[config.mk]
export PLATFORM = sky130hd
export DESIGN_NAME = rxring_top
export DESIGN_NICKNAME = d
export VERILOG_FILES = /design/src/rtl/rxring_pkg.sv /design/src/rtl/rxring_dp.sv /design/src/rtl/rxring_ctl.sv /design/src/rtl/rxring_top.sv
export SDC_FILE = /design/constraint.sdc
export NUM_CORES = 1
export LEC_CHECK = 0
export CAP_MARGIN = 20
export CORE_MARGIN = 1.5
export CORE_UTILIZATION = 56
export CTS_CLUSTER_DIAMETER = 120
export DETAILED_ROUTE_END_ITERATION = 7
export HOLD_SLACK_MARGIN = 0.06
export PLACE_DENSITY = 0.94
export SLEW_MARGIN = 20
export SYNTH_ARGS = -nofsm -noshare
export SYNTH_HDL_FRONTEND = slang
export SYNTH_SLANG_ARGS = --single-unit
[constraint.sdc]
create_clock -name clk -period 7.1 [get_ports clk]
set_input_delay 0.71 -clock clk [delete_from_list [all_inputs] [get_ports clk]]
set_output_delay 0.71 -clock clk [all_outputs]
set_load 0.02 [all_outputs]
[src/rtl/rxring_pkg.sv]
package rxring_pkg;
  localparam logic [7:0] STAT_OWNED = 8'h80;
  localparam logic [7:0] STAT_DONE  = 8'h03;
  localparam logic [7:0] STAT_OVFL  = 8'h53;

  typedef enum logic [2:0] {
    MS_NONE, MS_STAT_RD, MS_DATA, MS_ZERO, MS_LEN_LO, MS_LEN_HI, MS_STAT_WR
  } memSel_t;

  typedef struct packed {
    logic    clrCnt;
    logic    incCnt;
    logic    setOvf;
    logic    incIdx;
    logic    clrProbe;
    logic    incProbe;
    memSel_t memSel;
  } dpCtl_t;
endpackage

[src/rtl/rxring_dp.sv]
module rxring_dp
  import rxring_pkg::*;
#(
  parameter int AW          = 24,
  parameter int LOG_ENTRIES = 4,
  parameter int BUF_BYTES   = 1544,
  parameter int MIN_BYTES   = 60
) (
  input  logic          clk,
  input  logic          rstN,
  input  dpCtl_t        ctl,
  input  logic [AW-1:0] ringBase,
  input  logic [AW-1:0] bufBase,
  input  logic [7:0]    rxData,
  output logic          memEn,
  output logic          memWe,
  output logic [AW-1:0] memAddr,
  output logic [7:0]    memWdata,
  output logic          cntLtMin,
  output logic          cntFull,
  output logic          lastProbe
);
  localparam int CW      = $clog2(BUF_BYTES + 1);
  localparam int ENTRIES = 1 << LOG_ENTRIES;

  logic [LOG_ENTRIES-1:0] idx, probes;
  logic [CW-1:0]          cnt;
  logic                   ovf;
  logic [AW-1:0]          descAddr, bufAddr;
  logic [15:0]            lenWord;

  always_ff @(posedge clk) begin
    if (!rstN) begin
      idx    <= '0;
      probes <= '0;
      cnt    <= '0;
      ovf    <= 1'b0;
    end else begin
      if (ctl.incIdx)   idx <= idx + 1'b1;
      if (ctl.clrProbe) probes <= '0;
      else if (ctl.incProbe) probes <= probes + 1'b1;
      if (ctl.clrCnt) begin
        cnt <= '0;
        ovf <= 1'b0;
      end else begin
        if (ctl.incCnt) cnt <= cnt + 1'b1;
        if (ctl.setOvf) ovf <= 1'b1;
      end
    end
  end

  assign cntLtMin  = (32'(cnt) < MIN_BYTES);
  assign cntFull   = (32'(cnt) == BUF_BYTES);
  assign lastProbe = (32'(probes) == ENTRIES - 1);
  assign lenWord   = 16'(cnt);
  assign descAddr  = ringBase + (AW'(idx) << 3);
  assign bufAddr   = bufBase + AW'(idx) * AW'(BUF_BYTES) + AW'(cnt);

  always_comb begin
    memEn    = (ctl.memSel != MS_NONE);
    memWe    = memEn && (ctl.memSel != MS_STAT_RD);
    memAddr  = '0;
    memWdata = 8'h00;
    unique case (ctl.memSel)
      MS_STAT_RD: memAddr = descAddr + AW'(2);
      MS_DATA: begin
        memAddr  = bufAddr;
        memWdata = rxData;
      end
      MS_ZERO:    memAddr = bufAddr;
      MS_LEN_LO: begin
        memAddr  = descAddr + AW'(6);
        memWdata = lenWord[7:0];
      end
      MS_LEN_HI: begin
        memAddr  = descAddr + AW'(7);
        memWdata = lenWord[15:8];
      end
      MS_STAT_WR: begin
        memAddr  = descAddr + AW'(2);
        memWdata = ovf ? STAT_OVFL : STAT_DONE;
      end
      default: ;
    endcase
  end
endmodule

[src/rtl/rxring_ctl.sv]
module rxring_ctl
  import rxring_pkg::*;
(
  input  logic       clk,
  input  logic       rstN,
  input  logic       stopped,
  input  logic       rxValid,
  input  logic       rxLast,
  input  logic [7:0] memRdata,
  input  logic       cntLtMin,
  input  logic       cntFull,
  input  logic       lastProbe,
  output dpCtl_t     ctl,
  output logic       rxReady,
  output logic       rxDone,
  output logic       rxMiss
);
  typedef enum logic [3:0] {
    S_IDLE, S_PROBE, S_CHECK, S_FILL, S_PAD, S_LENLO, S_LENHI, S_CLOSE, S_MISS, S_DISCARD
  } state_t;

  state_t state, nextState;

  always_ff @(posedge clk) begin
    if (!rstN) state <= S_IDLE;
    else       state <= nextState;
  end

  always_comb begin
    nextState = state;
    ctl       = '0;
    ctl.memSel = MS_NONE;
    rxReady   = 1'b0;
    rxDone    = 1'b0;
    rxMiss    = 1'b0;
    unique case (state)
      S_IDLE: begin
        ctl.clrCnt   = 1'b1;
        ctl.clrProbe = 1'b1;
        if (rxValid) nextState = stopped ? S_DISCARD : S_PROBE;
      end
      S_PROBE: begin
        ctl.memSel = MS_STAT_RD;
        nextState  = S_CHECK;
      end
      S_CHECK: begin
        if (memRdata == STAT_OWNED) nextState = S_FILL;
        else begin
          ctl.incIdx = 1'b1;
          if (lastProbe) nextState = S_MISS;
          else begin
            ctl.incProbe = 1'b1;
            nextState    = S_PROBE;
          end
        end
      end
      S_FILL: begin
        rxReady = 1'b1;
        if (rxValid) begin
          if (cntFull) ctl.setOvf = 1'b1;
          else begin
            ctl.memSel = MS_DATA;
            ctl.incCnt = 1'b1;
          end
          if (rxLast) nextState = S_PAD;
        end
      end
      S_PAD: begin
        if (cntLtMin) begin
          ctl.memSel = MS_ZERO;
          ctl.incCnt = 1'b1;
        end else nextState = S_LENLO;
      end
      S_LENLO: begin
        ctl.memSel = MS_LEN_LO;
        nextState  = S_LENHI;
      end
      S_LENHI: begin
        ctl.memSel = MS_LEN_HI;
        nextState  = S_CLOSE;
      end
      S_CLOSE: begin
        ctl.memSel = MS_STAT_WR;
        ctl.incIdx = 1'b1;
        rxDone     = 1'b1;
        nextState  = S_IDLE;
      end
      S_MISS: begin
        rxMiss    = 1'b1;
        nextState = S_DISCARD;
      end
      S_DISCARD: begin
        rxReady = 1'b1;
        if (rxValid && rxLast) nextState = S_IDLE;
      end
      default: nextState = S_IDLE;
    endcase
  end
endmodule

[src/rtl/rxring_top.sv]
module rxring_top
  import rxring_pkg::*;
#(
  parameter int AW          = 24,
  parameter int LOG_ENTRIES = 4,
  parameter int BUF_BYTES   = 1544,
  parameter int MIN_BYTES   = 60
) (
  input  logic          clk,
  input  logic          rstN,
  input  logic          stopped,
  input  logic          intEnable,
  input  logic [AW-1:0] ringBase,
  input  logic [AW-1:0] bufBase,
  input  logic          rxValid,
  input  logic [7:0]    rxData,
  input  logic          rxLast,
  output logic          rxReady,
  output logic          memEn,
  output logic          memWe,
  output logic [AW-1:0] memAddr,
  output logic [7:0]    memWdata,
  input  logic [7:0]    memRdata,
  output logic          rxDone,
  output logic          rxMiss,
  output logic          rxIrq
);
  dpCtl_t ctl;
  logic   cntLtMin, cntFull, lastProbe;

  rxring_ctl u_ctl (
    .clk(clk), .rstN(rstN), .stopped(stopped), .rxValid(rxValid), .rxLast(rxLast),
    .memRdata(memRdata), .cntLtMin(cntLtMin), .cntFull(cntFull), .lastProbe(lastProbe),
    .ctl(ctl), .rxReady(rxReady), .rxDone(rxDone), .rxMiss(rxMiss)
  );

  rxring_dp #(
    .AW(AW), .LOG_ENTRIES(LOG_ENTRIES), .BUF_BYTES(BUF_BYTES), .MIN_BYTES(MIN_BYTES)
  ) u_dp (
    .clk(clk), .rstN(rstN), .ctl(ctl), .ringBase(ringBase), .bufBase(bufBase),
    .rxData(rxData), .memEn(memEn), .memWe(memWe), .memAddr(memAddr),
    .memWdata(memWdata), .cntLtMin(cntLtMin), .cntFull(cntFull), .lastProbe(lastProbe)
  );

  assign rxIrq = rxDone && intEnable;
endmodule

# [Word-level counts from Yosys, hierarchy flattened]
# Index checks and enable logic that the tools add are counted.
[totals] ff_bits=24 in_bits=70 out_inout_bits=38 wordCells=82
[classes] add_sub_neg=9 n_mul=1 n_lt_le_gt_ge=1 eq_ne=24 muxes=31 bitwise=1 n_reduce_logical=10
[op_table] op="$pmux W24 S4" n=1
[op_table] op="$add A24 B3 Y24 const B" n=2
[op_table] op="$pmux W4 S9" n=1
[op_table] op="$mux W4" n=8
[op_table] op="$pmux W8 S4" n=1
[op_table] op="$add A24 B11 Y24" n=1
[op_table] op="$add A24 B15 Y24" n=1
[op_table] op="$add A24 B2 Y24 const B" n=1
[op_table] op="$add A24 B7 Y24" n=1
[op_table] op="$pmux W3 S6" n=1
[op_table] op="$eq A4 B3 Y1 const B" n=4
[op_table] op="$eq A4 B4 Y1 const B" n=3
[op_table] op="$mul A4 B8 Y12 const B" n=1
[op_table] op="$mux W1" n=12
[op_table] op="$add A11 B1 Y11 const B" n=1
[op_table] op="$eq A11 B11 Y1 const B" n=1
[op_table] op="$lt A11 B6 Y1 const B" n=1
[op_table] op="$eq A3 B3 Y1 const B" n=3
[op_table] op="$add A4 B1 Y4 const B" n=2
[op_table] op="$eq A4 B2 Y1 const B" n=2
[op_table] op="$eq A8 B8 Y1 const B" n=1
[op_table] op="$ne A2 B2 Y1 const B" n=4
[op_table] op="$reduce_or A2 Y1" n=4
[op_table] op="$mux W7" n=1
[op_table] op="13 further kinds" n=19

# [Depth between registers and ports, before layout]
# Gate-level depths: netlist of run 1.
[depth] depth_word=7 mapped_depth=16 mapped_depth_nobuf=16

# [Cells and area by module]
# From an unflattened synthesis of run 1, not the netlist that was laid out.
[unflattened] hier_cells=648 area_unflattened_um2=4699.5
[modules_own_cells] mod="rxring_dp" n_inst=1 cells_per_inst=584 area_per_inst_um2=4255.3 seq_area_each_um2=400.4
[modules_own_cells] mod="rxring_ctl" n_inst=1 cells_per_inst=63 area_per_inst_um2=437.9 seq_area_each_um2=80.1
[modules_own_cells] mod="rxring_top" n_inst=1 cells_per_inst=1 area_per_inst_um2=6.3 seq_area_each_um2=0.0

# [Worst setup path before layout of run 1]
# No wires, ideal clock.
[synth_path] path_kind="reg-to-output" start="register u_dp.idx[2]" end="output memAddr[23]" t_arrival_ns=3.430 required_time_ns=6.390 path_slack_ns=2.960 stages_incl_launch_ff=16 n_path_buf=0 cell_sequence="dfxtp_1 -> inv_1 -> ha_1 -> inv_1 -> ha_1 -> ha_1 -> xor2_1 -> ha_1 -> ha_1 -> a21o_1 -> nor3_1 -> a221oi_1 -> or4b_2 -> nand3_1 -> a41oi_1 -> nand3_1"
[synth_between] elab_chain_len=4 elab_cells_between_ends=8 cone_classes="add/sub: 6; mul: 1; mux: 1"
[synth_lines] item="from (decl)" line_no="rxring_dp.sv:26" text="logic [LOG_ENTRIES-1:0] idx, probes;"
[synth_lines] item="from (signal assigned)" line_no="rxring_dp.sv:39" text="if (ctl.incIdx) idx <= idx + 1'b1;"
[synth_lines] item="$mul A4 B8 Y12" line_no="rxring_dp.sv:57" text="assign bufAddr = bufBase + AW'(idx) * AW'(BUF_BYTES) + AW'(cnt);"
[synth_lines] item="$add A24 B15 Y24" line_no="rxring_dp.sv:57"
[synth_lines] item="$add A24 B11 Y24" line_no="rxring_dp.sv:57"
[synth_lines] item="$pmux W24 S4 *" line_no="rxring_dp.sv:64" text="unique case (ctl.memSel)"
[synth_lines] item="to (decl)" line_no="rxring_top.sv:21" text="output logic [AW-1:0] memAddr,"
# Every way passes the cells marked *; elsewhere a longest branch is shown, timed or not.

# [Final worst setup path of run 1]
[layout_path] start="input bufBase[1]" end="output memAddr[23]"
[layout_between] elab_chain_len=3
[layout_lines] item="from (decl)" line_no="rxring_top.sv:14" text="input logic [AW-1:0] bufBase,"
[layout_lines] item="$add A24 B15 Y24" line_no="rxring_dp.sv:57"
[layout_lines] item="$add A24 B11 Y24" line_no="rxring_dp.sv:57"
[layout_lines] item="$pmux W24 S4" line_no="rxring_dp.sv:64"
# No other way between the ends.

==> results of run 1 <==
==> metal layers <==
| metal | track usage [%] | part of all wire (%) | up-vias |
|---|---|---|---|
| met5 | 0 | 0 | - |
| met4 | 11.4 | 3.3 | 0 |
| met3 | 4.61 | 10 | 62 |
| met2 | 54.6 | 47 | 390 |
| met1 | 42.3 | 39 | 2528 |
| li1 | - | - | 2546 |
==> per-stage QoR <==
stage               cell area (um^2)  setup slack (ns)  power (mW)  hold WS [ns]  std cells
floorplan                       4650              2.96       0.587         0.429        628
global placement                5760              1.82       0.828         0.452        816
detailed placement              5760              1.75       0.843         0.478        816
CTS                             5820              1.72       0.938         0.501        820
global route                    5820              1.39        1.01         0.535        820
finish                          5820              1.64       0.953         0.499        820
==> worst max-delay path by stage <==
stage	to	slack (ns)	depth (start not counted)
2_1_floorplan	memAddr[23]	2.96	15
3_3_place_gp	memAddr[23]	1.82	13
3_5_place_dp	memAddr[22]	1.75	12
4_1_cts	memAddr[23]	1.72	13
5_1_grt	memAddr[22]	1.39	12
6_report	memAddr[23]	1.64	13
==> area by class of cell <==
cell class	count	area [um^2]	share of cell area [%]
clock buffer	4	55.1	0.946
inverter	20	75.1	1.29
multi-input combinational	556	3980	68.3
sequential	24	480	8.26
tap	105	131	2.26
timing repair buffer	111	1100	18.9
==> power groups by stage <==
stage          combinational [mW]  clock (mW)  sequential (mW)
2_1_floorplan               0.428           0            0.158
3_3_place_gp                0.651           0            0.177
3_5_place_dp                0.665           0            0.178
4_1_cts                     0.668      0.0942            0.175
5_1_grt                     0.729      0.0996            0.180
6_report                    0.682      0.0948            0.176
==> cell usage after synthesis, types with 4 or more instances <==
cell / instances / area share, %
sky130_fd_sc_hd__clkbuf_1: 20 / 1.6
sky130_fd_sc_hd__a22oi_1: 7 / 1.1
sky130_fd_sc_hd__o22ai_1: 4 / 0.54
sky130_fd_sc_hd__xor2_1: 33 / 6.2
sky130_fd_sc_hd__nor2b_1: 9 / 1.2
sky130_fd_sc_hd__a22o_1: 7 / 1.3
sky130_fd_sc_hd__o221ai_1: 10 / 1.9
sky130_fd_sc_hd__nor4b_1: 4 / 0.75
sky130_fd_sc_hd__nand3_1: 30 / 3.2
sky130_fd_sc_hd__buf_2: 7 / 0.75
sky130_fd_sc_hd__dfxtp_1: 24 / 10
sky130_fd_sc_hd__nor4_1: 7 / 0.94
sky130_fd_sc_hd__inv_1: 20 / 1.6
sky130_fd_sc_hd__nand2b_1: 5 / 0.67
sky130_fd_sc_hd__nor3_1: 15 / 1.6
sky130_fd_sc_hd__and2_1: 13 / 1.7
sky130_fd_sc_hd__a211oi_1: 4 / 0.65
sky130_fd_sc_hd__ha_1: 41 / 11
sky130_fd_sc_hd__fa_1: 9 / 3.9
sky130_fd_sc_hd__or3_1: 6 / 0.81
sky130_fd_sc_hd__a221o_1: 6 / 1.3
sky130_fd_sc_hd__o21a_1: 5 / 0.81
sky130_fd_sc_hd__and3_1: 12 / 1.6
sky130_fd_sc_hd__nand2_1: 54 / 4.4
sky130_fd_sc_hd__nand4_1: 15 / 2.0
sky130_fd_sc_hd__a21oi_1: 31 / 3.3
sky130_fd_sc_hd__a211o_1: 7 / 1.3
sky130_fd_sc_hd__a31oi_1: 13 / 1.7
sky130_fd_sc_hd__a21o_1: 12 / 1.9
sky130_fd_sc_hd__xnor2_1: 34 / 6.4
sky130_fd_sc_hd__nand4b_1: 5 / 0.94
sky130_fd_sc_hd__nor2_1: 55 / 4.4
sky130_fd_sc_hd__o21ai_0: 35 / 3.8
==> flip-flops by register name, summed over array words and instances, names as in the netlist <==
name,count
u_dp.probes,4
u_dp.cnt,11
u_ctl.state,4
u_dp.idx,4
u_dp.ovf,1
==> tightest hold or removal path: stages, from the launching register on <==
cell,delay (ns)
sky130_fd_sc_hd__dfxtp_1,0.34
sky130_fd_sc_hd__a21oi_1,0.05
sky130_fd_sc_hd__nor2_1,0.08
==> kinds of logic (layout without fill, tap and decap cells) <==
family / count (synthesis) / in the layout / share of synthesized area, %
AO/OA/AOI/OAI: 184 / 184 / 28.1
XOR/XNOR: 67 / 67 / 12.6
adder cells (fa/ha/maj): 50 / 50 / 14.9
buffers and inverters: 48 / 135 / 4.22
flip-flops: 24 / 24 / 10.3
multiplexers: 2 / 2 / 0.430
AND/OR/NAND/NOR: 253 / 253 / 29.4
==> results.txt, run 1 <==
- In this run the remaining antenna-violating nets after routing total 0.
* Mapped Area: 4650 um^2
- Combinational fraction of design power: 71.6%
- Register bit total from synthesis: 24
- Clock Root Buffer: sky130_fd_sc_hd__clkbuf_8
- Clock-pin slew was measured on the worst setup and hold paths at 0.09 ns.
- The slowest stage of the critical path belongs to the cell sky130_fd_sc_hd__or4b_2.
- Count of vias placed by the detailed router: 5526
* Layout cells sized above 1: 3.50%
- The later pin in the worst-skew pair is clocked with a latency of 0.27 ns.
- Net switching is 48.4% of the power.
* Slowest stage delay, CP: 0.63 ns
* I/O pin cnt: 108
- The routed design has 14.8 mm of wire.
- In this run the mean area of a mapped cell was 7.41 um^2.
* Worst reg2reg path endpoint: u_dp.cnt[7]
* Number of cells on the worst reg-to-reg path: 11
- After the last flow step, the layout net total stands at 836.
- Buffers inserted during clock tree synthesis total 3.
- The critical path contains buffers and inverters numbering 2 combined.
- CTS tree: yes
- Dividing total power by cell area gives a power density of 164 nW/um^2.
- Min cycle time layout: 5.46 ns
* Fillers: 636
- Proportion of register bits with asynchronous set or reset after synthesis: 0%
- The signal on the critical path passes through clkdlybuf4s50_1, ha_1, ha_1, fa_1, a211oi_1, o21ai_0, a31oi_1, a221oi_1, or4b_2, nand3_1, a41oi_1, nand3_1, clkdlybuf4s50_1.
- Clock share of power: 10.0%
- Peak VDD IR: 85.1 uV
- The library cells used most frequently in the layout, excluding fill and tap cells, are sky130_fd_sc_hd__clkdlybuf4s50_1, sky130_fd_sc_hd__nor2_1, sky130_fd_sc_hd__nand2_1.
- The number of setup buffers added after CTS is 0.
- Summed over all nets, the switching power comes to 0.461 mW.
- The region available for standard cell placement spans 8130 um^2.
* Total inserted antenna cells: 0
- Max frequency: 183 MHz
- After detailed routing, the number of remaining DRC violations is 0.
- Hold Crit Depth: 2
- Worst setup EP type: output pin
- Start-to-end type of the worst setup path: input pin to output pin
- Entering global routing, the biggest net connects 21 pins.
* Outcome: finished clean
- The startpoint identified for the worst register-to-register timing path is u_dp.cnt[0].
- Input/output buffers: 107
- Clock tree synthesis found a total of 24 sinks.
- After synthesis, flip-flops and latches occupy 10.3% of the total area.
- Global placement routability congestion: 0.997
- Worst hold path endpoint: u_dp.ovf
* Resized Gates After CTS: 0
- In this run the most critical hold path is launched from u_dp.ovf.
- Global-route congestion overflow total: 0
* Yosys warns: 0
- Yosys mapped the design onto 77 distinct sky130hd cell types.
* Proportion of power drawn by flip-flops and latches: 18.5%
- Via/cell ratio: 6.74
* Most frequent standard cell in the layout excluding fill and tap cells: sky130_fd_sc_hd__clkdlybuf4s50_1
- The max-slew violation count is 0.
* First-pass GRT wire length: 23.3 mm
* Cell-internal power: 0.492 mW
* Final cycle utilization of the critical path: 76.9%
- Buffer levels on the longest clock path: 2
- Data arrives at the worst endpoint at 4.75 ns.
* Critical Path Source Type: input pin
- The min-delay analysis places its worst path in the category flop to flop.
- Die X-Extent: 94.1 um
* Initial standard-cell utilization of the core: 57.2%
- 1st-iter DRT viols: 608
* Die height: 94.1 um
- The total count of hold-check failures in the final report came to 0.
* Die outline area: 8860 um^2
- Core Util, Final: 71.5%
- Commonest register cell after synthesis: sky130_fd_sc_hd__dfxtp_1
* Total of hold buffers inserted after clock tree synthesis: 0
- Compared with the post-synthesis result, the final layout area differs by 25.1%.
- Leakage power of the design: 2.27 nW
- Critical path origin: bufBase[1]
* Count of mapped cells out of synthesis: 628
- The number of global-route vias before repair came to 5024.
* Slew at the pin with the worst max-slew slack: 0.917 ns
- For the final routed database, the setup TNS stands at 0 ns.
* Depth of the CTS H-tree: 1
- Kind of cell with the highest combined delay on the critical path: compound AO/OA/AOI/OAI gates
- The floorplan has 33 rows.
- Post-synth EDFFs: 0
* Register-to-register setup slack: 4.00 ns
- Synthesized netlist net count: 748
- Number of optimization iterations in the first detailed-route pass: 7
- After detailed routing, the average wire length per cell comes to 18.0 um.
* Worst slew slack as a fraction of its limit: 38.2%
- Setup repair after global routing left no endpoint under its margin.
- The initial antenna violation count came to 0.
- Peak fanout along the critical path: 3
- Setup violations remaining at the end of the flow were counted as 0.
- The tool flagged a number of max-cap violations equal to 0.
- Data on the critical path is required at its endpoint by 6.39 ns.
* Half-perimeter wire length after placement: 11.6 mm
* Total routing resource utilization after global routing: 32.6%
- Post-Route Skew: 0.00382 ns
No activity file was read; power rests on OpenSTA's default activity.
==> run 2, diff against run 1 <==
--- a/config.mk
+++ b/config.mk
@@ -7,11 +7,11 @@
 export LEC_CHECK = 0
 export CAP_MARGIN = 20
 export CORE_MARGIN = 1.5
-export CORE_UTILIZATION = 56
+export CORE_UTILIZATION = 52
 export CTS_CLUSTER_DIAMETER = 120
 export DETAILED_ROUTE_END_ITERATION = 7
 export HOLD_SLACK_MARGIN = 0.06
-export PLACE_DENSITY = 0.94
+export PLACE_DENSITY = 0.89
 export SLEW_MARGIN = 20
 export SYNTH_ARGS = -nofsm -noshare
 export SYNTH_HDL_FRONTEND = slang
==> constraint.sdc (replaced) <==
create_clock -name clk -period 5.4 [get_ports clk]
set_input_delay 0.54 -clock clk [delete_from_list [all_inputs] [get_ports clk]]
set_output_delay 0.54 -clock clk [all_outputs]
set_load 0.02 [all_outputs]
==> run 2 against run 1 <==
Worst hold slack lost 0.022 ns. Register-to-register slack lost 1.7 ns. Count of clock-buffer cells in the layout shrank 1. Routed wire length grew 3.7%. Sequential power grew 32%. Non-clock buffer count grew 2. Clock skew grew 0.0025 ns. Final cell count grew 0.61%. Critical path type unchanged. Largest power group unchanged.
==> results.txt, run 2 (synthesis gave the netlist of run 1 again) <==
- Outcome: finished clean
- The share of total power dissipated in combinational logic is 69.9%.
* Area growth syn-to-layout: 25.8%
- After clock tree synthesis, the clock-pin slew on the worst setup and hold paths is 0.08 ns.
- In this run, placement finished with an instance count of 821.
* Fillers: 711
- In this run the static leakage power is 2.28 nW.
- Global-route congestion overflow total: 0
- Setup violations remaining at the end of the flow were counted as 0.
- Number of buffers added for setup after CTS: 0
* Pwr/cell area: 222 nW/um^2
- STA classifies the critical path startpoint as an input pin.
* Unrepaired setup endpoints after global routing: false
- On the final layout, the worst clock skew is 0.00634 ns.
- Dpl ws: 0.309 ns
- In this run the count of I/O pins placed on the die edge is 108.
* Depth of the CTS H-tree: 1
- For this block, the via count after detailed routing is 5573.
- Detailed Route WL: 15.3 mm
* Buffer levels on the longest clock path: 2
- Number of global-route vias before repair: 5196
* Max frequency: 195 MHz
* Cell-internal power: 0.681 mW
* First-pass GRT wire length: 24.6 mm
- The register with the most flip-flops in the layout has 11 of them.
- Number of cells in the finished layout apart from fillers: 825
- The worst hold path belongs to the class flop to flop.
- Clock share of power: 12.2%
* Min cycle time layout: 5.13 ns
- The total area inside the core boundary comes to 8680 um^2.
* Wirelength per Cell: 18.6 um
* Reg with most FFs: u_dp.cnt
- Clock tree sinks: 24
- In the final layout, the share of cells above drive strength 1 is 3.77%.
* Post-route setup slack: 0.267 ns
- Final cycle utilization of the critical path: 95.1%
- Die height: 97.6 um
- After the first detailed-routing iteration, the DRC count stood at 817.
* Start-to-end type of the worst setup path: input pin to output pin
- Worst slew slack as a fraction of its limit: 39.0%
- Worst setup EP type: output pin
* CTS tree: yes
- Peak VDD IR: 165 uV
- Input/output buffers: 107
- Entering global routing, the biggest net connects 21 pins.
- Total routing resource utilization after global routing: 30.6%
- At the pin with the least slew margin, the transition time is 0.905 ns.
* Number of nets in the finished design: 838
* Die outline area: 9520 um^2
- Total inserted antenna cells: 0
- For the final routed database, the setup TNS stands at 0 ns.
* Clock insertion delay at the later pin of the skew report: 0.27 ns
- Sw power: 0.621 mW
- Cts bufs inserted: 3
* Switching fraction of total power: 47.7%
* Data required time of the worst path: 4.86 ns
- Of all nets on the critical path, the largest fanout is 3.
- Proportion of power drawn by flip-flops and latches: 17.9%
* Hold Vio Cnt, Final: 0
- At the worst endpoint, the arrival time is 4.59 ns.
- Routability-driven placement finished with a final weighted congestion of 0.989.
- Across the run, the number of max-cap violations was 0.
- The initial antenna violation count is 0.
* ANT nets after route: 0
- The pre-antenna-repair detailed-routing pass consisted of 6 iterations.
- The max-slew violation count was 0.
* Most frequent standard cell in the layout excluding fill and tap cells: sky130_fd_sc_hd__clkdlybuf4s50_1
* Commonest cells after routing, fill and taps aside: sky130_fd_sc_hd__clkdlybuf4s50_1, sky130_fd_sc_hd__nor2_1, sky130_fd_sc_hd__nand2_1
* Half-perimeter wire length after placement: 11.9 mm
* Initial standard-cell utilization of the core: 53.6%
* Clock Root Buffer: sky130_fd_sc_hd__clkbuf_8
- The initialized floorplan defines 34 standard-cell rows.
* Die X-Extent: 97.6 um
- In the routed layout, each cell is associated on average with a via count of 6.76.
- Total of hold buffers inserted after clock tree synthesis: 0
* Remaining design rule violation count: 0
-- run 2: cell type report --
| class | count | area, um^2 | share of cell area, % |
|---|---|---|---|
| Clock buffer | 3 | 41.3 | 0.705 |
| Clock inverter | 1 | 30.0 | 0.513 |
| Inverter | 20 | 75.1 | 1.28 |
| Multi-Input combinational cell | 556 | 3980 | 67.9 |
| Sequential cell | 24 | 480 | 8.21 |
| Tap cell | 108 | 135 | 2.31 |
| Timing Repair Buffer | 113 | 1120 | 19.1 |
-- run 2: metrics by stage --
step	utilization, %	cell area, um^2	hold slack [ns]	total power, mW
CTS	67.4	5850	0.480	1.28
finish	67.4	5850	0.477	1.30
floorplan	-	4650	0.429	0.772
global placement	66.6	5780	0.450	1.09
global route	67.4	5850	0.542	1.37
detailed placement	66.6	5780	0.460	1.12
-- run 2: path summary, 6_finish.rpt --
kind	start	to	slack, ns	cells after the start
worst max register to register	u_dp.cnt[0]	u_dp.cnt[9]	2.28	11
worst max-delay path	bufBase[1]	memAddr[23]	0.27	13
worst min-delay path	u_dp.ovf	u_dp.ovf	0.48	2
worst min register to register	u_dp.ovf	u_dp.ovf	0.48	2
-- run 2: layer usage --
layer | wire length (um) | GRT usage [%] | vias up | share of wire (%)
li1 | - | - | 2551 | -
met4 | 436 | 9.34 | 0 | 2.8
met2 | 7210 | 51.1 | 363 | 47
met1 | 6190 | 40.6 | 2598 | 40
met5 | 0 | 0 | - | 0
met3 | 1490 | 4.60 | 61 | 9.7
-- run 2: what timing repair did --
| item | in CTS | in global routing |
|---|---|---|
| setup endpoints to repair | 0 | 1 |
| hold endpoints to repair | 0 | 0 |
| resized for setup | 0 | 1 |
-- run 2: critical path: stages --
cell and delay (ns):
sky130_fd_sc_hd__clkdlybuf4s50_1 0.41, sky130_fd_sc_hd__ha_1 0.29, sky130_fd_sc_hd__ha_1 0.24, sky130_fd_sc_hd__fa_1 0.44, sky130_fd_sc_hd__a211oi_1 0.40, sky130_fd_sc_hd__o21ai_0 0.27, sky130_fd_sc_hd__a31oi_1 0.29, sky130_fd_sc_hd__a221oi_1 0.21
sky130_fd_sc_hd__or4b_2 0.64, sky130_fd_sc_hd__nand3_1 0.12, sky130_fd_sc_hd__a41oi_1 0.06, sky130_fd_sc_hd__nand3_1 0.09, sky130_fd_sc_hd__clkdlybuf4s50_1 0.59
-- run 2: power by group through the flow --
| stage | sequential (mW) | combinational (mW) | clock [mW] |
|---|---|---|---|
| floorplan | 0.208 | 0.563 | 0 |
| global placement | 0.233 | 0.860 | 0 |
| detailed placement | 0.235 | 0.884 | 0 |
| CTS | 0.231 | 0.889 | 0.161 |
| global route | 0.237 | 0.963 | 0.168 |
| finish | 0.233 | 0.910 | 0.159 |
